## src/rtl/scb_pkg.sv

```systemverilog
package scb_pkg;
  localparam int NUM_UNITS = 3;
  localparam int UNIT_W    = 2;
  localparam int TAG_W     = 2;   // 0 = no producer, else unit code + 1

  localparam logic [UNIT_W-1:0] UNIT_MUL1 = 2'd0;
  localparam logic [UNIT_W-1:0] UNIT_MUL2 = 2'd1;
  localparam logic [UNIT_W-1:0] UNIT_ADD  = 2'd2;

  localparam logic [1:0] PH_IDLE    = 2'd0;
  localparam logic [1:0] PH_WAITOPS = 2'd1;
  localparam logic [1:0] PH_EXEC    = 2'd2;
  localparam logic [1:0] PH_WAITWR  = 2'd3;

  typedef struct packed {
    logic                 issueEn;
    logic [UNIT_W-1:0]    issueUnit;
    logic [TAG_W-1:0]     issueQa;
    logic [TAG_W-1:0]     issueQb;
    logic [TAG_W-1:0]     writerTag;
    logic [NUM_UNITS-1:0] readEn;
    logic [NUM_UNITS-1:0] doneEn;
    logic [NUM_UNITS-1:0] writeEn;
  } scbStrobe_t;
endpackage

```

## src/rtl/scb_ctrl.sv

```systemverilog
module scb_ctrl
  import scb_pkg::*;
#(
  parameter int NUM_REGS = 16,
  localparam int REG_W = $clog2(NUM_REGS)
) (
  input  logic                                instValid,
  input  logic                                instIsAdd,
  input  logic [REG_W-1:0]                    instDest,
  input  logic [REG_W-1:0]                    instSrcA,
  input  logic [REG_W-1:0]                    instSrcB,
  input  logic [NUM_UNITS-1:0]                execDone,
  input  logic [NUM_UNITS-1:0][1:0]           unitPhase,
  input  logic [NUM_UNITS-1:0][REG_W-1:0]     unitDest,
  input  logic [NUM_UNITS-1:0][REG_W-1:0]     unitSrcA,
  input  logic [NUM_UNITS-1:0][REG_W-1:0]     unitSrcB,
  input  logic [NUM_UNITS-1:0]                unitRdyA,
  input  logic [NUM_UNITS-1:0]                unitRdyB,
  input  logic [NUM_REGS-1:0][TAG_W-1:0]      regMap,
  output scbStrobe_t                          strobe
);
  logic [NUM_UNITS-1:0] unitFree;
  logic [NUM_UNITS-1:0] warBlock;
  logic [NUM_UNITS-1:0] writeReq;
  logic [NUM_UNITS-1:0] writeSel;
  logic [TAG_W-1:0]     writerTag;
  logic                 candOk;
  logic [UNIT_W-1:0]    candUnit;
  logic                 wawHit;

  // Unit status decode and anti-dependency check
  always_comb begin
    for (int u = 0; u < NUM_UNITS; u++) begin
      unitFree[u] = (unitPhase[u] == PH_IDLE);
      warBlock[u] = 1'b0;
      for (int v = 0; v < NUM_UNITS; v++) begin
        if (v != u && unitPhase[v] != PH_IDLE) begin
          if ((unitSrcA[v] == unitDest[u] && unitRdyA[v]) ||
              (unitSrcB[v] == unitDest[u] && unitRdyB[v]))
            warBlock[u] = 1'b1;
        end
      end
      writeReq[u] = (unitPhase[u] == PH_WAITWR) && !warBlock[u];
    end
  end

  // Fixed-priority single write grant, lowest unit code first
  always_comb begin
    logic found;
    found     = 1'b0;
    writeSel  = '0;
    writerTag = '0;
    for (int u = 0; u < NUM_UNITS; u++) begin
      if (!found && writeReq[u]) begin
        found       = 1'b1;
        writeSel[u] = 1'b1;
        writerTag   = TAG_W'(u + 1);
      end
    end
  end

  // Unit selection for the offered instruction
  always_comb begin
    candOk   = 1'b0;
    candUnit = UNIT_MUL1;
    if (instIsAdd) begin
      candOk   = unitFree[UNIT_ADD];
      candUnit = UNIT_ADD;
    end else if (unitFree[UNIT_MUL1]) begin
      candOk   = 1'b1;
      candUnit = UNIT_MUL1;
    end else if (unitFree[UNIT_MUL2]) begin
      candOk   = 1'b1;
      candUnit = UNIT_MUL2;
    end
    wawHit = (regMap[instDest] != '0);
  end

  always_comb begin
    strobe           = '0;
    strobe.issueEn   = instValid && candOk && !wawHit;
    strobe.issueUnit = candUnit;
    // A producer writing this very cycle counts as already available
    strobe.issueQa   = (regMap[instSrcA] == writerTag) ? '0 : regMap[instSrcA];
    strobe.issueQb   = (regMap[instSrcB] == writerTag) ? '0 : regMap[instSrcB];
    strobe.writerTag = writerTag;
    strobe.writeEn   = writeSel;
    for (int u = 0; u < NUM_UNITS; u++) begin
      strobe.readEn[u] = (unitPhase[u] == PH_WAITOPS) && unitRdyA[u] && unitRdyB[u];
      strobe.doneEn[u] = (unitPhase[u] == PH_EXEC) && execDone[u];
    end
  end
endmodule

```

## src/rtl/scb_status.sv

```systemverilog
module scb_status
  import scb_pkg::*;
#(
  parameter int NUM_REGS = 16,
  localparam int REG_W = $clog2(NUM_REGS)
) (
  input  logic                                clk,
  input  logic                                rst_n,
  input  scbStrobe_t                          strobe,
  input  logic [REG_W-1:0]                    instDest,
  input  logic [REG_W-1:0]                    instSrcA,
  input  logic [REG_W-1:0]                    instSrcB,
  output logic [NUM_UNITS-1:0][1:0]           unitPhase,
  output logic [NUM_UNITS-1:0][REG_W-1:0]     unitDest,
  output logic [NUM_UNITS-1:0][REG_W-1:0]     unitSrcA,
  output logic [NUM_UNITS-1:0][REG_W-1:0]     unitSrcB,
  output logic [NUM_UNITS-1:0]                unitRdyA,
  output logic [NUM_UNITS-1:0]                unitRdyB,
  output logic [NUM_REGS-1:0][TAG_W-1:0]      regMap
);
  for (genvar u = 0; u < NUM_UNITS; u++) begin : g_unit
    logic [1:0]       ph;
    logic [REG_W-1:0] fDest, fSrcA, fSrcB;
    logic [TAG_W-1:0] qA, qB;
    logic             rA, rB;
    logic             takeIssue;

    assign takeIssue = strobe.issueEn && (strobe.issueUnit == UNIT_W'(u));

    always_ff @(posedge clk or negedge rst_n) begin
      if (!rst_n) begin
        ph    <= PH_IDLE;
        fDest <= '0;
        fSrcA <= '0;
        fSrcB <= '0;
        qA    <= '0;
        qB    <= '0;
        rA    <= 1'b0;
        rB    <= 1'b0;
      end else if (strobe.writeEn[u]) begin
        ph <= PH_IDLE;
      end else if (strobe.doneEn[u]) begin
        ph <= PH_WAITWR;
      end else if (strobe.readEn[u]) begin
        ph <= PH_EXEC;
        rA <= 1'b0;
        rB <= 1'b0;
        qA <= '0;
        qB <= '0;
      end else if (takeIssue) begin
        ph    <= PH_WAITOPS;
        fDest <= instDest;
        fSrcA <= instSrcA;
        fSrcB <= instSrcB;
        qA    <= strobe.issueQa;
        qB    <= strobe.issueQb;
        rA    <= (strobe.issueQa == '0);
        rB    <= (strobe.issueQb == '0);
      end else if (ph == PH_WAITOPS && strobe.writerTag != '0) begin
        if (qA == strobe.writerTag) begin
          rA <= 1'b1;
          qA <= '0;
        end
        if (qB == strobe.writerTag) begin
          rB <= 1'b1;
          qB <= '0;
        end
      end
    end

    assign unitPhase[u] = ph;
    assign unitDest[u]  = fDest;
    assign unitSrcA[u]  = fSrcA;
    assign unitSrcB[u]  = fSrcB;
    assign unitRdyA[u]  = rA;
    assign unitRdyB[u]  = rB;
  end

  for (genvar r = 0; r < NUM_REGS; r++) begin : g_reg
    logic [TAG_W-1:0] owner;
    always_ff @(posedge clk or negedge rst_n) begin
      if (!rst_n)
        owner <= '0;
      else if (strobe.issueEn && instDest == REG_W'(r))
        owner <= TAG_W'(strobe.issueUnit) + TAG_W'(1);
      else if (strobe.writerTag != '0 && owner == strobe.writerTag)
        owner <= '0;
    end
    assign regMap[r] = owner;
  end
endmodule

```

## src/rtl/scb_top.sv

```systemverilog
module scb_top
  import scb_pkg::*;
#(
  parameter int NUM_REGS = 16,
  localparam int REG_W = $clog2(NUM_REGS)
) (
  input  logic             clk,
  input  logic             rst_n,
  input  logic             instValid,
  input  logic             instIsAdd,
  input  logic [REG_W-1:0] instDest,
  input  logic [REG_W-1:0] instSrcA,
  input  logic [REG_W-1:0] instSrcB,
  input  logic [2:0]       execDone,
  output logic             issueGrant,
  output logic [1:0]       issueUnit,
  output logic [2:0]       readGrant,
  output logic [2:0]       writeGrant
);
  scbStrobe_t                       strobe;
  logic [NUM_UNITS-1:0][1:0]        unitPhase;
  logic [NUM_UNITS-1:0][REG_W-1:0]  unitDest, unitSrcA, unitSrcB;
  logic [NUM_UNITS-1:0]             unitRdyA, unitRdyB;
  logic [NUM_REGS-1:0][TAG_W-1:0]   regMap;

  scb_ctrl #(.NUM_REGS(NUM_REGS)) u_ctrl (
    .instValid (instValid),
    .instIsAdd (instIsAdd),
    .instDest  (instDest),
    .instSrcA  (instSrcA),
    .instSrcB  (instSrcB),
    .execDone  (execDone),
    .unitPhase (unitPhase),
    .unitDest  (unitDest),
    .unitSrcA  (unitSrcA),
    .unitSrcB  (unitSrcB),
    .unitRdyA  (unitRdyA),
    .unitRdyB  (unitRdyB),
    .regMap    (regMap),
    .strobe    (strobe)
  );

  scb_status #(.NUM_REGS(NUM_REGS)) u_status (
    .clk       (clk),
    .rst_n     (rst_n),
    .strobe    (strobe),
    .instDest  (instDest),
    .instSrcA  (instSrcA),
    .instSrcB  (instSrcB),
    .unitPhase (unitPhase),
    .unitDest  (unitDest),
    .unitSrcA  (unitSrcA),
    .unitSrcB  (unitSrcB),
    .unitRdyA  (unitRdyA),
    .unitRdyB  (unitRdyB),
    .regMap    (regMap)
  );

  assign issueGrant = strobe.issueEn;
  assign issueUnit  = strobe.issueUnit;
  assign readGrant  = strobe.readEn;
  assign writeGrant = strobe.writeEn;
endmodule

```

## config.mk

```make
export PLATFORM = sky130hd
export DESIGN_NAME = scb_top
export DESIGN_NICKNAME = d
export VERILOG_FILES = /design/src/rtl/scb_pkg.sv /design/src/rtl/scb_ctrl.sv /design/src/rtl/scb_status.sv /design/src/rtl/scb_top.sv
export SDC_FILE = /design/constraint.sdc
export NUM_CORES = 1
export LEC_CHECK = 0
export BUFFER_PORTS_ARGS = -buffer_cell sky130_fd_sc_hd__clkbuf_2
export CORE_MARGIN = 2
export CORE_UTILIZATION = 56
export CTS_CLUSTER_DIAMETER = 40
export DETAILED_ROUTE_END_ITERATION = 6
export PLACE_DENSITY = 0.88
export SLEW_MARGIN = 40
export SYNTH_ARGS = -nofsm -noshare
export SYNTH_HDL_FRONTEND = slang
export SYNTH_HIERARCHICAL = 1
export SYNTH_SLANG_ARGS = --single-unit
```

## constraint.sdc

```tcl
create_clock -name clk -period 2.7 [get_ports clk]
set_input_delay 0.675 -clock clk [delete_from_list [all_inputs] [get_ports clk]]
set_output_delay 0.675 -clock clk [all_outputs]
set_load 0.01 [all_outputs]
```

==> flow_summary_export.csv <==
group,metric,value,unit
setup_path,path_buf_inv,3,
sta,slew_viol_final,0,
setup_path,cp_slowest_stage_delay,0.56,ns
finish,drive_above_1_share,0.467,
sta,hold_viol,0,
clocking,clockBufferDepth,2,
power_and_ir_drop,leakage,3.62,nW
yosys,async_flop_share,1.00,
clocking,clk_pin_slew,0.12,ns
yosys,yosysSeqAreaShare,0.376,
die,rows,38,
global_routing,grt_max_degree,60,
setup_path,worst-setup-path-type,"flip-flop to output port",
yosys,synth.most_common_cell,"dfrtp_1",
clocking,cts-root-buf,"clkbuf_8",
placement,port_buffers,27,
routing,vias,6339,
setup_path,cp_top_family,"simple AND/OR/NAND/NOR gates",
die,coreArea,0.0107,sq mm
power_and_ir_drop,switching_share,0.483,
power_and_ir_drop,clkPwrFrac,0.080,
clocking,insertion_delay,0.41,ns
setup_path,cp.arrival,2.73,ns
setup_path,cp-start-kind,"flip-flop",
yosys,syn_nets,637,
finish,diodes,0,
yosys,synth_area,0.00612,sq mm
sta,rsz0062_at_grt,"true",
routing,post_drt_via_cell_ratio,7.11,
setup_path,critPathMaxFanout,5,
yosys,synth_area_leaders,"dfrtp_1 38%, xnor2_1 7.4%, mux2_2 7.4%, mux4_2 6.3%, xor2_1 5.7%",
yosys,ys_warn_count,6,
sta,setup_slack,-0.705,ns
clocking,cts_inserted_buffers,9,
yosys,synth_seq_cells,92,
yosys,netlist_instances,615,
setup_path,worstSetupEndpointType,"output port",
power_and_ir_drop,p_per_area,1500,mW/mm^2
yosys,ys.flop_type,"dfrtp_1",
finish,final_util,0.780,
yosys,yosysTopAreaCell,"dfrtp_1",
sta,finalCritPeriodShare,1.26,
global_routing,antenna_found_initial,0,
run_status,status,"finished with violations",
die,num_io_pins,28,
routing,wl,25100,microns
global_routing,grt_pass1_vias,5943,
die,dieArea,0.0118,sq mm
die,dieWidth,109,microns
yosys,synth.distinct_cells,51,
finish,nNetsFinal,769,
power_and_ir_drop,pwr-share-seq,0.238,
die,dieHeight,109,microns
sta,finClkSkew,0.0257,ns
routing,final_antenna_net_count,0,
setup_path,crit_required,2.03,ns
clocking,htreeDepth,3,
power_and_ir_drop,power_frac_comb,0.682,
setup_path,crit_top_cell,"buf_6",
routing,drt_iter0_drc,862,
global_routing,groute.usage.overall,0.360,
run_status,violations,"DRC, setup timing",
clocking,clock-sinks,92,
sta,fin_tns_setup,-35.69,ns
finish,nFillCells,546,
routing,wl_per_cell,28.1,microns
setup_path,crit_path_top_delay_cell,"nor4_2",
flow_run,maxCapViolCount,0,
yosys,synth_top_area_share,0.376,
yosys,synth-edff-count,0,
routing,firstDrtPassIters,7,
routing,route.detailed.drc,6,
power_and_ir_drop,p_int,6.50,mW
sta,period_needed,3.40,ns
placement,hpwl,12100,microns
min_path,hold_class,"input port to async pin",
yosys,synth_common_cells,"92 x dfrtp_1, 87 x nand2_1, 52 x xnor2_1",
yosys,avgSynthCellArea,9.95,sq um
clocking,cts_tree,"done",
sta,worst_slew_pin_slew,0.733,ns
finish,syn2layout_area_growth,36.8,%
sta,maxSlewHeadroom,0.497,
global_routing,grt_pass1_wl,31800,microns
power_and_ir_drop,p_sw,6.08,mW
setup_path,crit_chain,"xor2_1 -> nor4_2 -> o22ai_2 -> and2_4 -> buf_6 -> nor3_4 -> buf_6 -> buf_6",
placement,gp_congestion,0.885,
power_and_ir_drop,worst_ir_drop_vdd,0.823,mV
sta,clock.fmax,0.294,GHz
die,start_util,0.570,
sta,setup_viol,91,
global_routing,overflow,0,
-- logic make-up after synthesis --
kind of cell | count (synthesis) | share of synthesized area
buffers and inverters | 51 | 0.0409
AO/OA/AOI/OAI | 73 | 0.0846
flip-flops | 92 | 0.376
multiplexers | 93 | 0.197
XOR/XNOR | 92 | 0.132
AND/OR/NAND/NOR | 211 | 0.164
adder cells (fa/ha/maj) | 3 | 0.00613
-- worst reg2reg max path, cell delays in order (launching register included) --
cell      delay [ns]
dfrtp_2         0.50
xor2_1          0.21
nor4_2          0.56
o22ai_2         0.27
and2_4          0.23
buf_4           0.15
nand2b_4        0.17
buf_12          0.15
buf_4           0.14
xor2_1          0.18
nor4_4          0.44
o21ai_1         0.16
o41ai_2         0.10
-- sequential cells by signal (all words and copies together), names as in the netlist, 6 cells and up --
| signal | flops |
|---|---|
| u_status/g_unit.ph | 6 |
| u_status/g_unit.fSrcB | 12 |
| u_status/g_unit.qB | 6 |
| u_status/g_unit.fSrcA | 12 |
| u_status/g_unit.fDest | 12 |
| u_status/g.owner | 32 |
| u_status/g_unit.qA | 6 |
-- routing by layer --
layer	track usage	part of all wire	up-vias
met2	0.606	0.45	665
met5	0	0	-
met3	0.0940	0.13	285
met4	0.210	0.10	0
met1	0.414	0.32	2975
li1	-	-	2414
-- worst paths after layout --
kind,startpoint,to,slack (ns),cells past startpoint
setup / recovery,u_status/g_unit[0].fDest[3],writeGrant[1],-0.70,8
hold / removal,rst_n,u_status/g_unit[2].fSrcB[0],0.22,1
setup reg to reg,u_status/g_unit[0].fDest[3],u_status/g_unit[2].rA,-0.69,12
hold reg to reg,u_status/g_unit[2].qB[0],u_status/g_unit[2].qB[0],0.56,2
max in group asynchronous,rst_n,u_status/g_unit[1].fDest[1],1.73,2
min in group clk,u_status/g_unit[2].qB[0],u_status/g_unit[2].qB[0],0.56,2
-- metrics by stage --
step	power (mW)	cells	area, sq um	setup WS (ns)	hold WS [ns]
floorplan	6.37	615	6330	-0.115	0.379
global placement	7.56	826	7010	-0.223	0.524
detailed placement	7.92	826	7010	-0.345	0.529
CTS	9.97	862	7690	-0.213	0.243
global route	12.9	892	8380	-1.11	0.227
finish	12.6	892	8380	-0.705	0.222
-- timing repair --
action | 4_1_cts | 5_1_grt
hold buffers | 0 | 0
setup endpoints to repair | 57 | 90
gates resized for setup | 64 | 85
pin swaps | 25 | 29
buffers inserted | 19 | 26
gates cloned | 1 | 4
-- power groups by stage --
| stage | Clock [mW] | Combinational (mW) | Sequential, mW |
|---|---|---|---|
| after floorplan | 0 | 3.87 | 2.50 |
| final | 1.00 | 8.59 | 2.99 |
| after CTS | 0.986 | 6.27 | 2.72 |
| after global routing | 1.06 | 8.87 | 3.00 |
| after detailed placement | 0 | 5.21 | 2.71 |
| after global placement | 0 | 4.92 | 2.64 |
-- area by class of cell --
cell class / instances / area, sq um / area share
timing repair buffer: 155 / 1350 / 0.161
multi-input combinational: 472 / 4250 / 0.507
tap: 140 / 175 / 0.0209
clock inverter: 7 / 91.3 / 0.0109
inverter: 17 / 63.8 / 0.00762
clock buffer: 9 / 124 / 0.0148
sequential: 92 / 2320 / 0.278
-- layout by cell type, fill, tap and decap left out, types with 9 or more instances in the layout --
cell / instances
clkbuf_8: 9
xnor2_2: 18
buf_6: 17
dfrtp_1: 74
mux4_2: 17
buf_4: 104
mux2i_1: 34
nor3_1: 12
a21oi_1: 12
xor2_2: 9
xnor2_1: 32
inv_1: 17
mux2_2: 39
clkbuf_2: 22
nand3_1: 13
xor2_1: 31
o21ai_0: 16
nor3_2: 9
nor2_1: 30
nand2_1: 82
dfrtp_2: 18
(Power assumes the default switching activity.)
